**config.mk**
```make
export PLATFORM = sky130hd
export DESIGN_NAME = ecc_spad_ctrl
export DESIGN_NICKNAME = d
export VERILOG_FILES = /design/src/rtl/ecc_spad_pkg.sv /design/src/rtl/ecc_spad_array.sv /design/src/rtl/ecc_spad_dec.sv /design/src/rtl/ecc_spad_errlog.sv /design/src/rtl/ecc_spad_ctrl.sv
export SDC_FILE = /design/constraint.sdc
export NUM_CORES = 2
export LEC_CHECK = 0
export ABC_AREA = 0
export BUFFER_PORTS_ARGS = -buffer_cell sky130_fd_sc_hd__buf_2
export CORE_MARGIN = 5
export CORE_UTILIZATION = 60
export CTS_BUF_LIST = sky130_fd_sc_hd__clkbuf_4
export CTS_CLUSTER_DIAMETER = 200
export DETAILED_ROUTE_END_ITERATION = 16
export PLACE_DENSITY = 0.77
export RECOVER_POWER = 25
export SETUP_SLACK_MARGIN = 0.2
export SYNTH_ARGS = -nofsm -noshare
export SYNTH_HDL_FRONTEND = slang
export SYNTH_HIERARCHICAL = 1
export SYNTH_SLANG_ARGS = --single-unit
```
**constraint.sdc**
```tcl
create_clock -name clk -period 13.42 [get_ports clk]
set_clock_uncertainty 0.2 [all_clocks]
set_input_delay 2.684 -clock clk [delete_from_list [all_inputs] [get_ports clk]]
set_output_delay 2.684 -clock clk [all_outputs]
set_load 0.01 [all_outputs]
```
**src/rtl/ecc_spad_pkg.sv**
```systemverilog
package ecc_spad_pkg;

  localparam int DW = 16;   // data bits per word
  localparam int CW = 22;   // codeword bits: overall parity at 0, Hamming positions 1..21
  localparam int PW = 5;    // Hamming check bits

  typedef enum logic [2:0] {
    ST_BOOT,
    ST_INIT,
    ST_IDLE,
    ST_RD,
    ST_RMW,
    ST_RSP
  } spad_state_e;

  // Positions covered by Hamming check bit b
  function automatic logic [CW-1:0] cover_mask(input int b);
    logic [CW-1:0] m;
    m = '0;
    for (int p = 1; p < CW; p++) begin
      m[p[4:0]] = (((p >> b) & 1) != 0);
    end
    return m;
  endfunction

  function automatic logic [CW-1:0] secded_encode(input logic [DW-1:0] d);
    logic [CW-1:0] c;
    logic [4:0]    pos;
    int            k;
    c = '0;
    k = 0;
    for (int p = 1; p < CW; p++) begin
      if ((p & (p - 1)) != 0) begin
        c[p[4:0]] = d[k[3:0]];
        k++;
      end
    end
    for (int b = 0; b < PW; b++) begin
      pos    = 5'(1 << b);
      c[pos] = ^(c & cover_mask(b));
    end
    c[0] = ^c[CW-1:1];
    return c;
  endfunction

  function automatic logic [DW-1:0] secded_extract(input logic [CW-1:0] c);
    logic [DW-1:0] d;
    int            k;
    d = '0;
    k = 0;
    for (int p = 1; p < CW; p++) begin
      if ((p & (p - 1)) != 0) begin
        d[k[3:0]] = c[p[4:0]];
        k++;
      end
    end
    return d;
  endfunction

endpackage

```
**src/rtl/ecc_spad_array.sv**
```systemverilog
module ecc_spad_array #(
  parameter int          DEPTH = 64,
  parameter int          CW    = 22,
  parameter logic [21:0] PWRUP = 22'h000006,
  localparam int         IW    = $clog2(DEPTH)
) (
  input  logic          clk,
  input  logic          rst_n,
  input  logic          we,
  input  logic [IW-1:0] waddr,
  input  logic [CW-1:0] wdata,
  input  logic          re,
  input  logic [IW-1:0] raddr,
  output logic [CW-1:0] rdata
);

  logic [CW-1:0] mem [DEPTH];

  // Reset loads a fixed pattern that stands for arbitrary power-up contents
  always_ff @(posedge clk or negedge rst_n) begin
    if (!rst_n) begin
      for (int i = 0; i < DEPTH; i++) mem[i] <= PWRUP[CW-1:0];
      rdata <= '0;
    end else begin
      if (we) mem[waddr] <= wdata;
      if (re) rdata <= mem[raddr];
    end
  end

endmodule

```
**src/rtl/ecc_spad_dec.sv**
```systemverilog
module ecc_spad_dec
  import ecc_spad_pkg::*;
(
  input  logic [CW-1:0] cw_i,
  output logic [DW-1:0] data_o,
  output logic          sgl_o,
  output logic          dbl_o
);

  logic [PW-1:0] syn;
  logic          ovr;
  logic [CW-1:0] fixed;

  for (genvar b = 0; b < PW; b++) begin : g_syn
    assign syn[b] = ^(cw_i & cover_mask(b));
  end

  assign ovr = ^cw_i;

  always_comb begin
    fixed = cw_i;
    if (ovr && (syn < 5'(CW))) fixed[syn] = ~cw_i[syn];
  end

  assign sgl_o  = ovr && (syn < 5'(CW));
  assign dbl_o  = (!ovr && (syn != '0)) || (ovr && (syn >= 5'(CW)));
  assign data_o = secded_extract(fixed);

endmodule

```
**src/rtl/ecc_spad_errlog.sv**
```systemverilog
module ecc_spad_errlog #(
  parameter int AW = 7
) (
  input  logic          clk,
  input  logic          rst_n,
  input  logic          evt,
  input  logic [AW-1:0] evt_addr,
  input  logic          clr,
  output logic          det,
  output logic          spad,
  output logic          dual,
  output logic [AW-1:0] addr,
  output logic          trap
);

  always_ff @(posedge clk or negedge rst_n) begin
    if (!rst_n) begin
      det  <= 1'b0;
      spad <= 1'b0;
      dual <= 1'b0;
      addr <= '0;
      trap <= 1'b0;
    end else begin
      trap <= evt;
      if (evt && (!det || clr)) begin
        det  <= 1'b1;
        spad <= 1'b1;
        dual <= 1'b1;
        addr <= evt_addr;
      end else if (clr) begin
        det  <= 1'b0;
        spad <= 1'b0;
        dual <= 1'b0;
      end
    end
  end

  AST_TRAP_ONE_CYCLE: assert property (@(posedge clk) disable iff (!rst_n)
    trap |=> !trap);
  AST_ADDR_HELD: assert property (@(posedge clk) disable iff (!rst_n)
    det && !clr |=> $stable(addr) && det);

endmodule

```
**src/rtl/ecc_spad_ctrl.sv**
```systemverilog
module ecc_spad_ctrl
  import ecc_spad_pkg::*;
#(
  parameter int          DEPTH = 64,
  parameter logic [21:0] PWRUP = 22'h000006,
  localparam int         IW    = $clog2(DEPTH),
  localparam int         AW    = IW + 1
) (
  input  logic          clk,
  input  logic          rst_n,
  input  logic          cfg_hw_init,
  output logic          init_done,
  input  logic          req_valid,
  output logic          req_ready,
  input  logic          req_write,
  input  logic [AW-1:0] req_addr,
  input  logic [1:0]    req_be,
  input  logic [15:0]   req_wdata,
  output logic          rsp_valid,
  input  logic          rsp_ready,
  output logic [15:0]   rsp_rdata,
  input  logic [21:0]   err_inject,
  input  logic          err_clear,
  output logic          err_detected,
  output logic          err_in_spad,
  output logic          err_dual,
  output logic [AW-1:0] err_addr,
  output logic          trap_req
);

  localparam logic [CW-1:0] ZERO_CW = secded_encode('0);

  spad_state_e   state;
  logic [IW-1:0] init_cnt;
  logic [AW-1:0] op_addr;
  logic          op_lane_lo;
  logic [DW-1:0] op_wdata;
  logic [CW-1:0] op_inj;
  logic [DW-1:0] rsp_q;

  logic          accept, is_byte, is_full;
  logic          mem_we, mem_re;
  logic [IW-1:0] mem_waddr, mem_raddr;
  logic [CW-1:0] mem_wdata, mem_rdata;
  logic [DW-1:0] dec_data, merged;
  logic          dec_sgl, dec_dbl, bad_evt;

  assign req_ready = (state == ST_IDLE);
  assign accept    = req_valid && req_ready;
  assign is_byte   = (req_be == 2'b01) || (req_be == 2'b10);
  assign is_full   = (req_be == 2'b11);
  assign rsp_valid = (state == ST_RSP);
  assign rsp_rdata = rsp_q;

  assign merged  = op_lane_lo ? {dec_data[15:8], op_wdata[7:0]}
                              : {op_wdata[15:8], dec_data[7:0]};
  assign bad_evt = ((state == ST_RD) || (state == ST_RMW)) && dec_dbl;

  always_comb begin
    mem_we    = 1'b0;
    mem_waddr = req_addr[AW-1:1];
    mem_wdata = secded_encode(req_wdata) ^ err_inject;
    mem_re    = 1'b0;
    mem_raddr = req_addr[AW-1:1];
    unique case (state)
      ST_INIT: begin
        mem_we    = 1'b1;
        mem_waddr = init_cnt;
        mem_wdata = ZERO_CW;
      end
      ST_IDLE: begin
        mem_we = accept && req_write && is_full;
        mem_re = accept && (!req_write || is_byte);
      end
      ST_RMW: begin
        mem_we    = !dec_dbl;
        mem_waddr = op_addr[AW-1:1];
        mem_wdata = secded_encode(merged) ^ op_inj;
      end
      default: ;
    endcase
  end

  always_ff @(posedge clk or negedge rst_n) begin
    if (!rst_n) begin
      state      <= ST_BOOT;
      init_cnt   <= '0;
      init_done  <= 1'b0;
      op_addr    <= '0;
      op_lane_lo <= 1'b0;
      op_wdata   <= '0;
      op_inj     <= '0;
      rsp_q      <= '0;
    end else begin
      unique case (state)
        ST_BOOT: begin
          init_cnt <= '0;
          if (cfg_hw_init) state <= ST_INIT;
          else begin
            state     <= ST_IDLE;
            init_done <= 1'b1;
          end
        end
        ST_INIT: begin
          init_cnt <= init_cnt + 1'b1;
          if (init_cnt == IW'(DEPTH - 1)) begin
            state     <= ST_IDLE;
            init_done <= 1'b1;
          end
        end
        ST_IDLE: begin
          if (accept) begin
            op_addr    <= req_addr;
            op_lane_lo <= req_be[0];
            op_wdata   <= req_wdata;
            op_inj     <= err_inject;
            if (!req_write)   state <= ST_RD;
            else if (is_byte) state <= ST_RMW;
          end
        end
        ST_RD: begin
          rsp_q <= dec_data;
          state <= ST_RSP;
        end
        ST_RMW: state <= ST_IDLE;
        ST_RSP: if (rsp_ready) state <= ST_IDLE;
        default: state <= ST_IDLE;
      endcase
    end
  end

  ecc_spad_array #(.DEPTH(DEPTH), .CW(CW), .PWRUP(PWRUP)) i_array (
    .clk   (clk),
    .rst_n (rst_n),
    .we    (mem_we),
    .waddr (mem_waddr),
    .wdata (mem_wdata),
    .re    (mem_re),
    .raddr (mem_raddr),
    .rdata (mem_rdata)
  );

  ecc_spad_dec i_dec (
    .cw_i   (mem_rdata),
    .data_o (dec_data),
    .sgl_o  (dec_sgl),
    .dbl_o  (dec_dbl)
  );

  ecc_spad_errlog #(.AW(AW)) i_errlog (
    .clk      (clk),
    .rst_n    (rst_n),
    .evt      (bad_evt),
    .evt_addr (op_addr),
    .clr      (err_clear),
    .det      (err_detected),
    .spad     (err_in_spad),
    .dual     (err_dual),
    .addr     (err_addr),
    .trap     (trap_req)
  );

  AST_READY_NEEDS_DONE: assert property (@(posedge clk) disable iff (!rst_n)
    req_ready |-> init_done);
  AST_DONE_STICKY: assert property (@(posedge clk) disable iff (!rst_n)
    init_done |=> init_done);
  AST_RSP_HOLD: assert property (@(posedge clk) disable iff (!rst_n)
    rsp_valid && !rsp_ready |=> rsp_valid && $stable(rsp_rdata));
  AST_SGL_NO_TRAP: assert property (@(posedge clk) disable iff (!rst_n)
    ((state == ST_RD) || (state == ST_RMW)) && dec_sgl |=> !trap_req);

endmodule

```
==> flow_metrics.py <==
metrics = {
    "detailed_routing": {
        "wire_per_inst_um": 27.02,
        "ant_nets": 0,
        "via_per_inst": 6.429,
        "drt-initial-drc-count": 4054,
        "drc": 0,
        "wl_um": 186800,
        "first_pass_iters": 5,
        "vias": 44440,
    },
    "grt": {
        "grtUsageTotal_pct": 30.10,
        "overflow": 0,
        "antenna_found_initial": 6,
        "grt_pass1_wl_um": 287300,
        "grt_pass1_vias": 46260,
        "grt_max_degree": 182,
    },
    "cts": {
        "clock_path_buffers": 4,
        "cts_made_buffers": 400,
        "clkSinkCount": 1511,
        "post_cts_resized": 0,
        "cts_tree": "built",
        "cts_root_buffer": "clkbuf_4",
        "post_cts_buffers": 0,
        "cts_hold_buf": 0,
        "h-tree-depth": 5,
        "clock_latency_ns": 1.28,
        "clk_pin_slew_ns": 0.06,
    },
    "pwr": {
        "vdd_drop_max_v": 0.00009535,
        "power_density_nw_per_um2": 114.2,
        "power.leakage_nw": 37.82,
    },
    "floorplanning": {
        "core_um2": 117800,
        "dieArea_um2": 125200,
        "fp.dieW_um": 353.8,
        "ioPinCount": 84,
        "row_count": 126,
        "start_util_pct": 60.23,
        "die_h_um": 353.8,
    },
    "finish": {
        "fin_area_um2": 77710,
        "area_growth_pct": 9.555,
        "layout.nets": 5152,
        "final_layout_size_suffix_gt1_share_pct": 50.16,
    },
    "sta": {
        "rsz0062_at_grt": "no",
        "setup_tns_ns": 0,
        "drv_slew": 425,
        "min_period_ns": 8.631,
        "relSlewSlack_pct": -199.5,
        "hold_slack_ns": 0.2618,
        "worst_slew_pin_slew_ns": 4.492,
        "fmax_mhz": 115.9,
        "timing_hold_violations_final": 0,
        "setup_viol": 0,
        "period_share_pct": 64.32,
    },
    "worst_setup_path": {
        "r2r-end": "i_array/mem[846]",
        "arrival_ns": 9.52,
        "crit_required_ns": 14.31,
        "rr_worst_depth": 9,
        "crit_path_end": "i_array/mem[846]",
        "rr_startpoint": "state[0]",
        "startpoint": "req_addr[1]",
        "r2r_slack_ns": 6.24,
        "cp-start-kind": "input pin",
        "critical_path_peak_fanout": 66,
        "crit_type": "input pin to register",
        "end_kind": "register",
    },
    "outcome": {
        "violations": "max-capacitance violations, max-slew violations",
        "status": "finished with violations",
    },
    "place": {
        "port_buffers": 83,
        "gp_congestion": 0.9121,
        "dpl.hpwl_um": 110400,
        "dpl_cell_area_um2": 72720,
    },
    "logic_synthesis": {
        "syn_nets": 4990,
        "syn_area_per_cell_um2": 14.38,
        "yosysWarnings": 6,
        "synthCells": 4934,
        "synth_area_um2": 70930,
    },
    "min_path": {
        "hold_class": "register to register",
    },
    "job": {
        "cap_violations": 7,
    },
}
## area by class of cell
cell class | instances | area, um^2
fillers | 8407 | 40050
flip-flops and latches | 1511 | 37970
multi-input cells | 2959 | 31280
clock buffers | 611 | 4587
well taps | 1536 | 1922
repair buffers | 216 | 1483
clock inverters | 68 | 426.7
inverters | 8 | 30.03
diodes | 4 | 10.01
## cells in the final DEF, fill, tap and decap left out, types with 7 or more instances in the layout
cell type	n
a21oi_1	38
a221o_1	22
a221oi_1	44
a22oi_1	111
buf_2	78
buf_4	121
clkbuf_1	9
clkbuf_4	611
clkinv_1	53
dfrtp_1	1383
dfstp_2	128
mux2_1	49
mux2_2	1437
mux2_4	8
mux2i_1	342
mux4_2	199
nand2_1	139
nand2b_1	29
nand3_1	14
nand4_1	23
nor2_1	44
nor2_2	27
nor3_1	33
o21ai_0	72
o22a_1	7
o22ai_1	79
o22ai_4	20
xnor2_1	89
xnor2_2	9
xor2_1	42
## worst min-delay path by stage
stage,start,end,slack (ns),depth (start not counted)
global placement,init_done,init_done,0.25,1
finish,init_done,init_done,0.26,1
detailed placement,init_done,init_done,0.25,1
CTS,init_done,init_done,0.26,1
global route,init_done,init_done,0.28,1
floorplan,i_array/mem[22],i_array/mem[22],0.25,1
## where the power goes
group / switching (mW) / internal, mW
registers: 0 / 4.56
clock network: 1.82 / 2.17
logic: 0.242 / 0.0917
total: 2.06 / 6.81
## critical path, stage by stage
cell      delay (ns)
buf_8           0.47
clkbuf_1        2.46
o22a_1          0.32
o22ai_1         0.08
a21oi_1         0.73
nand2_1         0.23
nor3_2          0.91
nand2_1         0.98
mux2_2          0.56
## metal layers
metal	share of wire, %	routed length (um)	vias up	track usage (%)
li1	-	-	18660	-
met1	42	78560	23550	42.15
met2	45	83700	1837	45.09
met3	8.6	16100	389	7.593
met4	4.5	8429	2	13.25
met5	0.011	20	-	0
## stage by stage
step                      worst slack [ns]  util [%]  power, mW  std cells
after floorplan                      8.230         -      4.796       4934
after global placement               5.676     61.75      4.973       6230
after detailed placement             5.666     61.75      4.975       6230
final                                4.789     65.99      8.876       6913
after global routing                 4.629     65.98      9.266       6911
after CTS                            7.024     66.01      8.971       6909
## registers in the layout (all words and copies together) (netlist names)
register / cells
init_cnt: 6
init_done: 1
i_array/rdata: 22
i_errlog/trap: 1
op_lane_lo: 1
i_errlog/dual: 1
i_errlog/addr: 7
state: 3
op_inj: 22
op_addr: 7
i_array/mem: 1408
op_wdata: 16
rsp_rdata: 16
Note: power is estimated with default switching activity, not from simulation.
